### src/rtl/irpd_pkg.sv
package irpd_pkg;

  typedef enum logic [2:0] {
    ST_IDLE   = 3'd0,
    ST_HMARK  = 3'd1,
    ST_HSPACE = 3'd2,
    ST_BMARK  = 3'd3,
    ST_BSPACE = 3'd4,
    ST_TRAIL  = 3'd5,
    ST_GAP    = 3'd6
  } irpd_state_e;

  // carrier is on in every mark segment
  function automatic logic is_mark(irpd_state_e s);
    return (s == ST_HMARK) || (s == ST_BMARK) || (s == ST_TRAIL);
  endfunction

  // space length carries the bit value
  function automatic int unsigned space_ticks(logic b, int unsigned t_zero, int unsigned t_one);
    return b ? t_one : t_zero;
  endfunction

  function automatic int unsigned max3(int unsigned a, int unsigned b, int unsigned c);
    int unsigned m;
    m = (a > b) ? a : b;
    return (m > c) ? m : c;
  endfunction

endpackage

### src/rtl/irpd_seg_timer.sv
module irpd_seg_timer #(
  parameter int CNT_W = 8
) (
  input  logic             clk,
  input  logic             rst_n,
  input  logic             tick,
  input  logic             load,
  input  logic [CNT_W-1:0] load_val,
  output logic             seg_done
);
  logic [CNT_W-1:0] cnt_q;

  always_ff @(posedge clk or negedge rst_n) begin
    if (!rst_n)                   cnt_q <= '0;
    else if (load)                cnt_q <= load_val;
    else if (tick && cnt_q != '0) cnt_q <= cnt_q - CNT_W'(1);
  end

  // the final tick of a segment
  assign seg_done = tick && (cnt_q == '0);
endmodule

### src/rtl/irpd_cmd_store.sv
module irpd_cmd_store #(
  parameter int WORD_W   = 32,
  parameter int KEEP_W   = 28,
  parameter int FLAG_BIT = 31,
  parameter int NB_W     = 6
) (
  input  logic              clk,
  input  logic              rst_n,
  input  logic              idle,
  input  logic [WORD_W-1:0] req_word,
  input  logic              req_start,
  input  logic              req_repeat,
  input  logic              req_stop,
  input  logic [NB_W-1:0]   cfg_nbits,
  output logic              go,
  output logic [NB_W-1:0]   launch_nbits,
  output logic [WORD_W-1:0] cmd_word,
  output logic              cmd_nz
);
  logic [WORD_W-1:0] cmd_q, new_cmd;
  logic [NB_W-1:0]   nb_q, new_nb;
  logic              stop_pend_q, stop_now, take_start;

  always_comb begin
    new_cmd = '0;
    new_cmd[KEEP_W-1:0] = req_word[KEEP_W-1:0];
  end
  assign new_nb       = req_word[FLAG_BIT] ? cfg_nbits : '0;
  assign stop_now     = idle && (req_stop || stop_pend_q);
  assign take_start   = idle && req_start && !stop_now;
  assign go           = idle && !stop_now &&
                        (req_start ? (new_cmd != '0) : (req_repeat && cmd_q != '0));
  assign launch_nbits = req_start ? new_nb : nb_q;
  assign cmd_word     = cmd_q;
  assign cmd_nz       = (cmd_q != '0);

  always_ff @(posedge clk or negedge rst_n) begin
    if (!rst_n) begin
      cmd_q       <= '0;
      nb_q        <= '0;
      stop_pend_q <= 1'b0;
    end else if (stop_now) begin
      cmd_q       <= '0;
      nb_q        <= '0;
      stop_pend_q <= 1'b0;
    end else begin
      if (take_start) begin
        cmd_q <= new_cmd;
        nb_q  <= new_nb;
      end
      if (req_stop && !idle) stop_pend_q <= 1'b1;
    end
  end
endmodule

### src/rtl/irpd_seq.sv
module irpd_seq
  import irpd_pkg::*;
#(
  parameter int WORD_W    = 32,
  parameter int NB_W      = 6,
  parameter int CNT_W     = 8,
  parameter int GAP_W     = 8,
  parameter int HDR_MARK  = 128,
  parameter int HDR_SPACE = 51,
  parameter int UNIT      = 13,
  parameter int ONE_SPACE = 38,
  parameter int GAP_UNITS = 187
) (
  input  logic              clk,
  input  logic              rst_n,
  input  logic              go,
  input  logic [NB_W-1:0]   launch_nbits,
  input  logic [WORD_W-1:0] preamble,
  input  logic [WORD_W-1:0] cmd_word,
  input  logic              seg_done,
  output irpd_state_e       state,
  output logic              tmr_load,
  output logic [CNT_W-1:0]  tmr_val,
  output logic              mod_en
);
  irpd_state_e       state_q, state_d;
  logic [WORD_W-1:0] work_q, work_d;
  logic [NB_W-1:0]   bitc_q, bitc_d, nb_q, nb_d;
  logic              in_cmd_q, in_cmd_d, mod_q, last_bit;
  logic [GAP_W-1:0]  gap_q, gap_d;

  assign last_bit = ((bitc_q + NB_W'(1)) == nb_q);

  always_comb begin
    state_d  = state_q;
    work_d   = work_q;
    bitc_d   = bitc_q;
    nb_d     = nb_q;
    in_cmd_d = in_cmd_q;
    gap_d    = gap_q;
    tmr_load = 1'b0;
    tmr_val  = '0;
    case (state_q)
      ST_IDLE: if (go) begin
        state_d  = ST_HMARK;
        tmr_load = 1'b1;
        tmr_val  = CNT_W'(HDR_MARK - 1);
        work_d   = preamble;
        bitc_d   = '0;
        nb_d     = launch_nbits;
        in_cmd_d = 1'b0;
        gap_d    = '0;
      end
      ST_HMARK: if (seg_done) begin
        state_d  = ST_HSPACE;
        tmr_load = 1'b1;
        tmr_val  = CNT_W'(HDR_SPACE - 1);
      end
      ST_HSPACE: if (seg_done) begin
        state_d  = (nb_q == '0) ? ST_TRAIL : ST_BMARK;
        tmr_load = 1'b1;
        tmr_val  = CNT_W'(UNIT - 1);
      end
      ST_BMARK: if (seg_done) begin
        state_d  = ST_BSPACE;
        tmr_load = 1'b1;
        tmr_val  = CNT_W'(space_ticks(work_q[0], UNIT, ONE_SPACE) - 1);
      end
      ST_BSPACE: if (seg_done) begin
        tmr_load = 1'b1;
        tmr_val  = CNT_W'(UNIT - 1);
        work_d   = work_q >> 1;
        if (!last_bit) begin
          bitc_d  = bitc_q + NB_W'(1);
          state_d = ST_BMARK;
        end else begin
          bitc_d = '0;
          if (!in_cmd_q) begin
            in_cmd_d = 1'b1;
            work_d   = cmd_word;
            state_d  = ST_BMARK;
          end else begin
            state_d = ST_TRAIL;
          end
        end
      end
      ST_TRAIL: if (seg_done) begin
        state_d  = ST_GAP;
        tmr_load = 1'b1;
        tmr_val  = CNT_W'(UNIT - 1);
        gap_d    = '0;
      end
      ST_GAP: if (seg_done) begin
        if (gap_q == GAP_W'(GAP_UNITS - 1)) begin
          state_d = ST_IDLE;
          gap_d   = '0;
        end else begin
          gap_d    = gap_q + GAP_W'(1);
          tmr_load = 1'b1;
          tmr_val  = CNT_W'(UNIT - 1);
        end
      end
      default: state_d = ST_IDLE;
    endcase
  end

  always_ff @(posedge clk or negedge rst_n) begin
    if (!rst_n) begin
      state_q  <= ST_IDLE;
      work_q   <= '0;
      bitc_q   <= '0;
      nb_q     <= '0;
      in_cmd_q <= 1'b0;
      gap_q    <= '0;
      mod_q    <= 1'b0;
    end else begin
      state_q  <= state_d;
      work_q   <= work_d;
      bitc_q   <= bitc_d;
      nb_q     <= nb_d;
      in_cmd_q <= in_cmd_d;
      gap_q    <= gap_d;
      mod_q    <= is_mark(state_d);
    end
  end

  assign state  = state_q;
  assign mod_en = mod_q;
endmodule

### src/rtl/irpd_frame_tx.sv
module irpd_frame_tx
  import irpd_pkg::*;
#(
  parameter int WORD_W    = 32,
  parameter int KEEP_W    = 28,
  parameter int FLAG_BIT  = 31,
  parameter int NB_W      = 6,
  parameter int HDR_MARK  = 128,
  parameter int HDR_SPACE = 51,
  parameter int UNIT      = 13,
  parameter int ONE_SPACE = 38,
  parameter int GAP_UNITS = 187
) (
  input  logic              clk,
  input  logic              rst_n,
  input  logic              tick,
  input  logic [WORD_W-1:0] req_word,
  input  logic              req_start,
  input  logic              req_repeat,
  input  logic              req_stop,
  input  logic [WORD_W-1:0] cfg_preamble,
  input  logic [NB_W-1:0]   cfg_nbits,
  output logic              mod_en,
  output logic              idle,
  output logic              busy
);
  localparam int MAX_DUR = max3(HDR_MARK, HDR_SPACE, ONE_SPACE);
  localparam int CNT_W   = $clog2(MAX_DUR + 1);
  localparam int GAP_W   = $clog2(GAP_UNITS + 1);

  // named internal events, used by the bound checker
  irpd_state_e       state_w;
  logic              go_w, seg_done_w, cmd_nz_w, in_gap_w, tmr_load_w;
  logic [CNT_W-1:0]  tmr_val_w;
  logic [NB_W-1:0]   launch_nb_w;
  logic [WORD_W-1:0] cmd_word_w;

  irpd_cmd_store #(
    .WORD_W(WORD_W), .KEEP_W(KEEP_W), .FLAG_BIT(FLAG_BIT), .NB_W(NB_W)
  ) u_store (
    .clk(clk), .rst_n(rst_n), .idle(idle), .req_word(req_word),
    .req_start(req_start), .req_repeat(req_repeat), .req_stop(req_stop),
    .cfg_nbits(cfg_nbits), .go(go_w), .launch_nbits(launch_nb_w),
    .cmd_word(cmd_word_w), .cmd_nz(cmd_nz_w)
  );

  irpd_seg_timer #(.CNT_W(CNT_W)) u_timer (
    .clk(clk), .rst_n(rst_n), .tick(tick), .load(tmr_load_w),
    .load_val(tmr_val_w), .seg_done(seg_done_w)
  );

  irpd_seq #(
    .WORD_W(WORD_W), .NB_W(NB_W), .CNT_W(CNT_W), .GAP_W(GAP_W),
    .HDR_MARK(HDR_MARK), .HDR_SPACE(HDR_SPACE), .UNIT(UNIT),
    .ONE_SPACE(ONE_SPACE), .GAP_UNITS(GAP_UNITS)
  ) u_seq (
    .clk(clk), .rst_n(rst_n), .go(go_w), .launch_nbits(launch_nb_w),
    .preamble(cfg_preamble), .cmd_word(cmd_word_w), .seg_done(seg_done_w),
    .state(state_w), .tmr_load(tmr_load_w), .tmr_val(tmr_val_w), .mod_en(mod_en)
  );

  assign idle     = (state_w == ST_IDLE);
  assign busy     = !idle;
  assign in_gap_w = (state_w == ST_GAP);
endmodule

### config.mk
export PLATFORM = sky130hd
export DESIGN_NAME = irpd_frame_tx
export DESIGN_NICKNAME = d
export VERILOG_FILES = /design/src/rtl/irpd_pkg.sv /design/src/rtl/irpd_seg_timer.sv /design/src/rtl/irpd_cmd_store.sv /design/src/rtl/irpd_seq.sv /design/src/rtl/irpd_frame_tx.sv
export SDC_FILE = /design/constraint.sdc
export NUM_CORES = 1
export LEC_CHECK = 0
export ABC_AREA = 0
export BUFFER_PORTS_ARGS = -buffer_cell sky130_fd_sc_hd__buf_2
export CORE_MARGIN = 10
export CORE_UTILIZATION = 61
export CTS_CLUSTER_SIZE = 25
export DETAILED_ROUTE_END_ITERATION = 7
export PLACE_DENSITY = 0.84
export SYNTH_ARGS = -nofsm -noshare
export SYNTH_HDL_FRONTEND = slang
export SYNTH_HIERARCHICAL = 1
export SYNTH_SLANG_ARGS = --single-unit
### constraint.sdc
create_clock -name clk -period 5.9 [get_ports clk]
set_input_delay 0.295 -clock clk [delete_from_list [all_inputs] [get_ports clk]]
set_output_delay 0.295 -clock clk [all_outputs]
set_load 0.005 [all_outputs]
* After elaboration in Yosys (flattened, before gate mapping)
Cells that the tools add are included.
Word-level totals: bits in registers 104, logic and storage cells 116
Operators by class: eq/ne operators 16, add/sub/neg operators 4, reductions and logical operators 31, multiplexer cells 54
Operators by type and width (count):
- $mux W32 | 6
- $mux W8 | 8
- $pmux W32 S2 | 1
- $reduce_bool A32 Y1 | 2
- $mux W6 | 9
- $pmux W8 S5 | 1
- $mux W3 | 11
- $pmux W8 S3 | 1
- $pmux W3 S7 | 1
- $sub A8 B1 Y8 const B | 2
- $eq A3 B3 Y1 const B | 4
- $pmux W6 S2 | 1
- $mux W1 | 10
- $eq A3 B2 Y1 const B | 3
- $logic_and A1 B1 Y1 | 9
- $add A8 B1 Y8 const B | 1
- $eq A8 B8 Y1 const B | 1
- $logic_not A8 Y1 | 1
- $mux W4 | 2
- $ne A2 B2 Y1 const B | 4
- $reduce_and A4 Y1 | 2
- $reduce_bool A2 Y1 | 4
- $reduce_bool A8 Y1 | 1
- $mux W7 | 1
- other kinds (15) | 19

* Logic depth before layout (Yosys ltp)
word-level depth 10, gate-level depth with buffers 12

* Hierarchy
The synthesis kept the hierarchy.
By module, submodules not included:
- irpd_seq | sequential area each 1426.4 um2, area an instance 3931.3 um2, cells each 478, times used 1
- irpd_cmd_store | sequential area each 875.8 um2, area an instance 1552.7 um2, cells each 127, times used 1
- irpd_seg_timer | sequential area each 200.2 um2, area an instance 550.5 um2, cells each 56, times used 1
- irpd_frame_tx | sequential area each 0.0 um2, area an instance 11.3 um2, cells each 2, times used 1

* Least setup slack after synthesis
OpenSTA, ideal clock, no wires.
path type register to register, start register u_seq.state_q[1] (netlist: u_seq/state[1]), end register u_seq.work_q[29], slack 3.346 ns, data required time 5.776 ns, cell stages (with the launch flop) 10, arrival time 2.430 ns, cells stage by stage dfrtp_1 -> nor3_1 -> o211a_1 -> o221a_1 -> nand2b_1 -> a21boi_1 -> buf_2 -> clkbuf_1 -> a21oi_1 -> a211o_1
On the way: cells in the longest elaborated chain, start to end 7, elaborated cells between the ends (all ways) 11, classes of those cells eq/ne (3); mux (1); reduce/logical (7)
RTL lines:
- start: declaration | line irpd_seq.sv:26 | irpd_state_e state_q, state_d;
- start signal: assignment | line irpd_seq.sv:117 | state_q <= state_d;
- $logic_not A3 Y1 * | line irpd_frame_tx.sv:62 | assign idle = (state_w == ST_IDLE);
- named net idle | line irpd_frame_tx.sv:24 | output logic idle,
- $logic_and A1 B1 Y1 | line irpd_cmd_store.sv:29 | assign stop_now = idle && (req_stop || stop_pend_q);
- $logic_not A1 Y1 | line irpd_cmd_store.sv:31 | assign go = idle && !stop_now &&
- $logic_and A1 B1 Y1 * (2 in series) | line irpd_cmd_store.sv:31
- named net go_w | line irpd_frame_tx.sv:33 | logic go_w, seg_done_w, cmd_nz_w, in_gap_w, tmr_load_w;
- $ne A2 B2 Y1 (no line) *
- $reduce_and A3 Y1 (no line) *
- end signal: assignment | line irpd_seq.sv:118 | work_q <= work_d;
- end: declaration | line irpd_seq.sv:27 | logic [WORD_W-1:0] work_q, work_d;
The timed path passes the listed nets; every way through them passes the cells marked *. A chain may end at the register's enable or synchronous reset.

* Worst setup path after layout
start register u_seq.state_q[1] (netlist: u_seq/state[1]), end register u_seq.work_q[1]
On the way: cells in the longest elaborated chain, start to end 7, elaborated cells between the ends (all ways) 11, classes of those cells eq/ne (3); mux (1); reduce/logical (7)
RTL lines (line):
- $logic_not A3 Y1 * | irpd_frame_tx.sv:62
- $logic_and A1 B1 Y1 | irpd_cmd_store.sv:29
- $logic_not A1 Y1 | irpd_cmd_store.sv:31
- $logic_and A1 B1 Y1 * (2 in series) | irpd_cmd_store.sv:31
- named net go_w | irpd_frame_tx.sv:33
- $ne A2 B2 Y1 (no line) *
- $reduce_and A3 Y1 (no line) *
Marked as above.

==> results_dict.tcl <==
set metrics [dict create \
    run_status "finished clean" \
    period_needed_ns 3.81 \
    drc 0 \
    cp-end-kind "register" \
    synth_most_common_cell "dfrtp_1" \
    holdPathEnd "u_store/cmd_word[22]$_DFFE_PN0P_" \
    max_slew_margin_pct 17.5 \
    dieHeight_microns 120 \
    setup-violations-final 0 \
    yosysWarnings 6 \
    drv_slew 0 \
    crit_required_ns 6.20 \
    start_util_pct 62.1 \
    synth.distinct_cells 68 \
    avgRoutedWirePerCell_microns 17.8 \
    dp_slack_ns 2.13 \
    cp-start-kind "register" \
    ant_nets 0 \
    cts_root_buf "clkbuf_8" \
    numCtsBuffers 9 \
    grt_first_pass_wirelength_mm 25.3 \
    portBuffers 75 \
    antenna_found_initial 0 \
    cts_setup_buffers 0 \
    clock.fmax_ghz 0.262 \
    final_nets 782 \
    worst_slack_ns 2.09 \
    area.growth.synth_to_final_pct 9.19 \
    reg2reg_depth 9 \
    rsz0062_at_grt "no" \
    clk_latency_ns 0.37 \
    core-area_sq_um 9730 \
    gp_congestion 0.881 \
    clkTransAtPathRegs_ns 0.10 \
    vias 5355 \
    path_max_fanout 101 \
    synthCells 663 \
    rrSetupSlack_ns 2.09 \
    r2r_end "u_seq/work_q[1]$_DFFE_PN0P_" \
    cts.sinks 100 \
    overflow 0 \
    syn_area_sq_um 6050 \
    drt-total-wl_mm 15.0 \
    grtUsageTotal_pct 20.8 \
    max_cap_viol_count 0 \
    dieArea_sq_um 14300 \
    avgSynthCellArea_sq_um 9.12 \
    layout-drive-gt1-share_pct 17.4 \
    drt_first_pass_iters 5 \
    final_hold_viol_count 0 \
    hold_depth 2 \
    die_x_microns 120 \
    synth_top_area_share_pct 41.4 \
    ys_seq_area_share_pct 41.4 \
    fin_area_sq_um 6600 \
    power_density_nw_per_um2 221 \
    diodes 0 \
    n_fill_cell 819 \
    vias_per_cell 6.38 \
    fin_skew_ns 0.0112 \
    finalCritPeriodShare_pct 64.6 \
    crit_type "reg2reg" \
    grt_max_degree 102 \
    ys_ff_latch 100 \
    tightestPinTransition_ns 1.24 \
    postSynth.asyncResetShare_pct 100 \
    rows 36 \
    ios 79 \
    synth-edff-count 0 \
    setup_tns_ns 0 \
    grt_pass1_vias 5311 \
    cts_buffer_depth 2 \
    hold_class "in2reg" \
    synth_top_cell_by_area "dfrtp_1" \
    cts_tree "done" \
    ys.flop_type "dfrtp_1" \
    drt_iter0_markers 615 \
    placed_cell_area_sq_um 6370 \
    irDropWorstVdd_v 0.000131 \
    r2r-start "u_seq/state[1]$_DFF_PN0_" \
    cts_htree_levels 3 \
    synth.area.top_cells "dfrtp_1, a21oi_1, a211o_1, nor3b_1, a22o_1" \
    hp-start "req_word[22]" \
    place_hpwl_mm 10.3 \
    synth_top_cells_by_count "dfrtp_1, a21oi_1, nor2_1, nand2_1, nor3b_1" \
    power_leakage_nw 3.13 \
    utilization_pct 67.8 \
    cp.arrival_ns 4.12 \
    power_w 0.00146 \
]
[critical path: stages (launching register included)]
cell	delay, ns
dfrtp_1	0.63
nor3_1	0.80
o211a_1	0.29
o221a_1	0.29
nand2b_1	0.18
a21boi_4	0.15
buf_4	0.73
nor2_1	0.17
nor3b_1	0.33
a211o_1	0.19
[flip-flops by register name, summed over array words and instances, names as in the netlist]
name	count
u_seq/work_q	32
u_timer/cnt_q	8
u_seq/nb_q	6
u_store/stop_pend_q	1
u_store/cmd_word	28
u_seq/state	3
u_seq/bitc_q	6
u_seq/mod_en	1
u_store/nb_q	6
u_seq/in_cmd_q	1
u_seq/gap_q	8
[cells by family after synthesis]
group | Yosys count | synth area share (%)
xor gates and xnor gates | 11 | 1.59
other | 2 | 0.124
DFF | 100 | 41.4
adders and majority gates | 4 | 0.828
muxes | 10 | 1.78
and+or+nand+nor | 216 | 19.4
buffers and inverters | 81 | 6.81
AOI/OAI and AO/OA | 239 | 28.0
[power by group]
part	switching (W)	total [W]	internal, W
sequential	0.0000474	0.000766	0.000719
combinational	0.000108	0.000200	0.0000923
clock	0.000249	0.000491	0.000242
[through the flow]
stage,std cells,hold WS [ns]
2_1_floorplan,666,-0.000591
3_3_place_gp,823,0.305
3_5_place_dp,823,0.316
4_1_cts,839,0.137
5_1_grt,839,0.135
6_report,839,0.152
[worst max path at each step]
stage                                   startpoint                           end  slack, ns
after floorplan           u_seq/state[1]$_DFF_PN0_  u_seq/work_q[29]$_DFFE_PN0P_       3.35
after detailed placement  u_seq/state[1]$_DFF_PN0_   u_seq/work_q[1]$_DFFE_PN0P_       2.13
after CTS                 u_seq/state[1]$_DFF_PN0_   u_seq/work_q[1]$_DFFE_PN0P_       2.10
after global routing      u_seq/state[1]$_DFF_PN0_   u_seq/work_q[1]$_DFFE_PN0P_       1.81
after global placement    u_seq/state[1]$_DFF_PN0_  u_seq/work_q[15]$_DFFE_PN0P_       2.43
final                     u_seq/state[1]$_DFF_PN0_   u_seq/work_q[1]$_DFFE_PN0P_       2.09
[cells in the final DEF (no fill, tap or decap), types with 4 or more instances in the layout]
| master | count |
|---|---|
| dfrtp_1 | 100 |
| a21oi_1 | 75 |
| buf_2 | 74 |
| nor2_1 | 52 |
| nand2_1 | 47 |
| nor3b_1 | 33 |
| o211ai_1 | 32 |
| a211o_1 | 32 |
| a22o_1 | 28 |
| o21ai_0 | 24 |
| inv_1 | 22 |
| nand3_1 | 16 |
| nor4_1 | 13 |
| nor3_1 | 9 |
| clkbuf_8 | 9 |
| buf_4 | 9 |
| xnor2_1 | 8 |
| o21ai_1 | 8 |
| nand2b_1 | 7 |
| nor2b_1 | 6 |
| mux2_2 | 6 |
| a32o_1 | 6 |
| nand4_1 | 5 |
| o31ai_1 | 5 |
| conb_1 | 5 |
| mux2i_1 | 4 |
| ha_1 | 4 |
[routing by layer]
| layer | track usage [%] | vias to the layer above | share of wire [%] |
|---|---|---|---|
| met2 | 33.5 | 182 | 49 |
| met3 | 3.84 | 23 | 5.5 |
| met1 | 27.2 | 2600 | 44 |
| met4 | 8.30 | 0 | 2.0 |
| li1 | - | 2550 | - |
| met5 | 0 | - | 0 |
[timing repair]
action / CTS / global route
hold endpoints to repair: 39 / 0
hold buffers: 1 / 0
resized for setup: 0 / 0
endpoints found under the setup margin: 0 / 0
[final cells by class]
type / instances / area, sq um / share of cell area, %
tap: 133 / 166 / 2.52
inverter: 22 / 82.6 / 1.25
sequential: 100 / 2500 / 37.9
clock inverter: 6 / 96.3 / 1.46
multi-input combinational: 485 / 3180 / 48.2
clock buffer: 9 / 124 / 1.88
timing repair buffer: 84 / 448 / 6.79
Power figures use the tool's default switching activity.
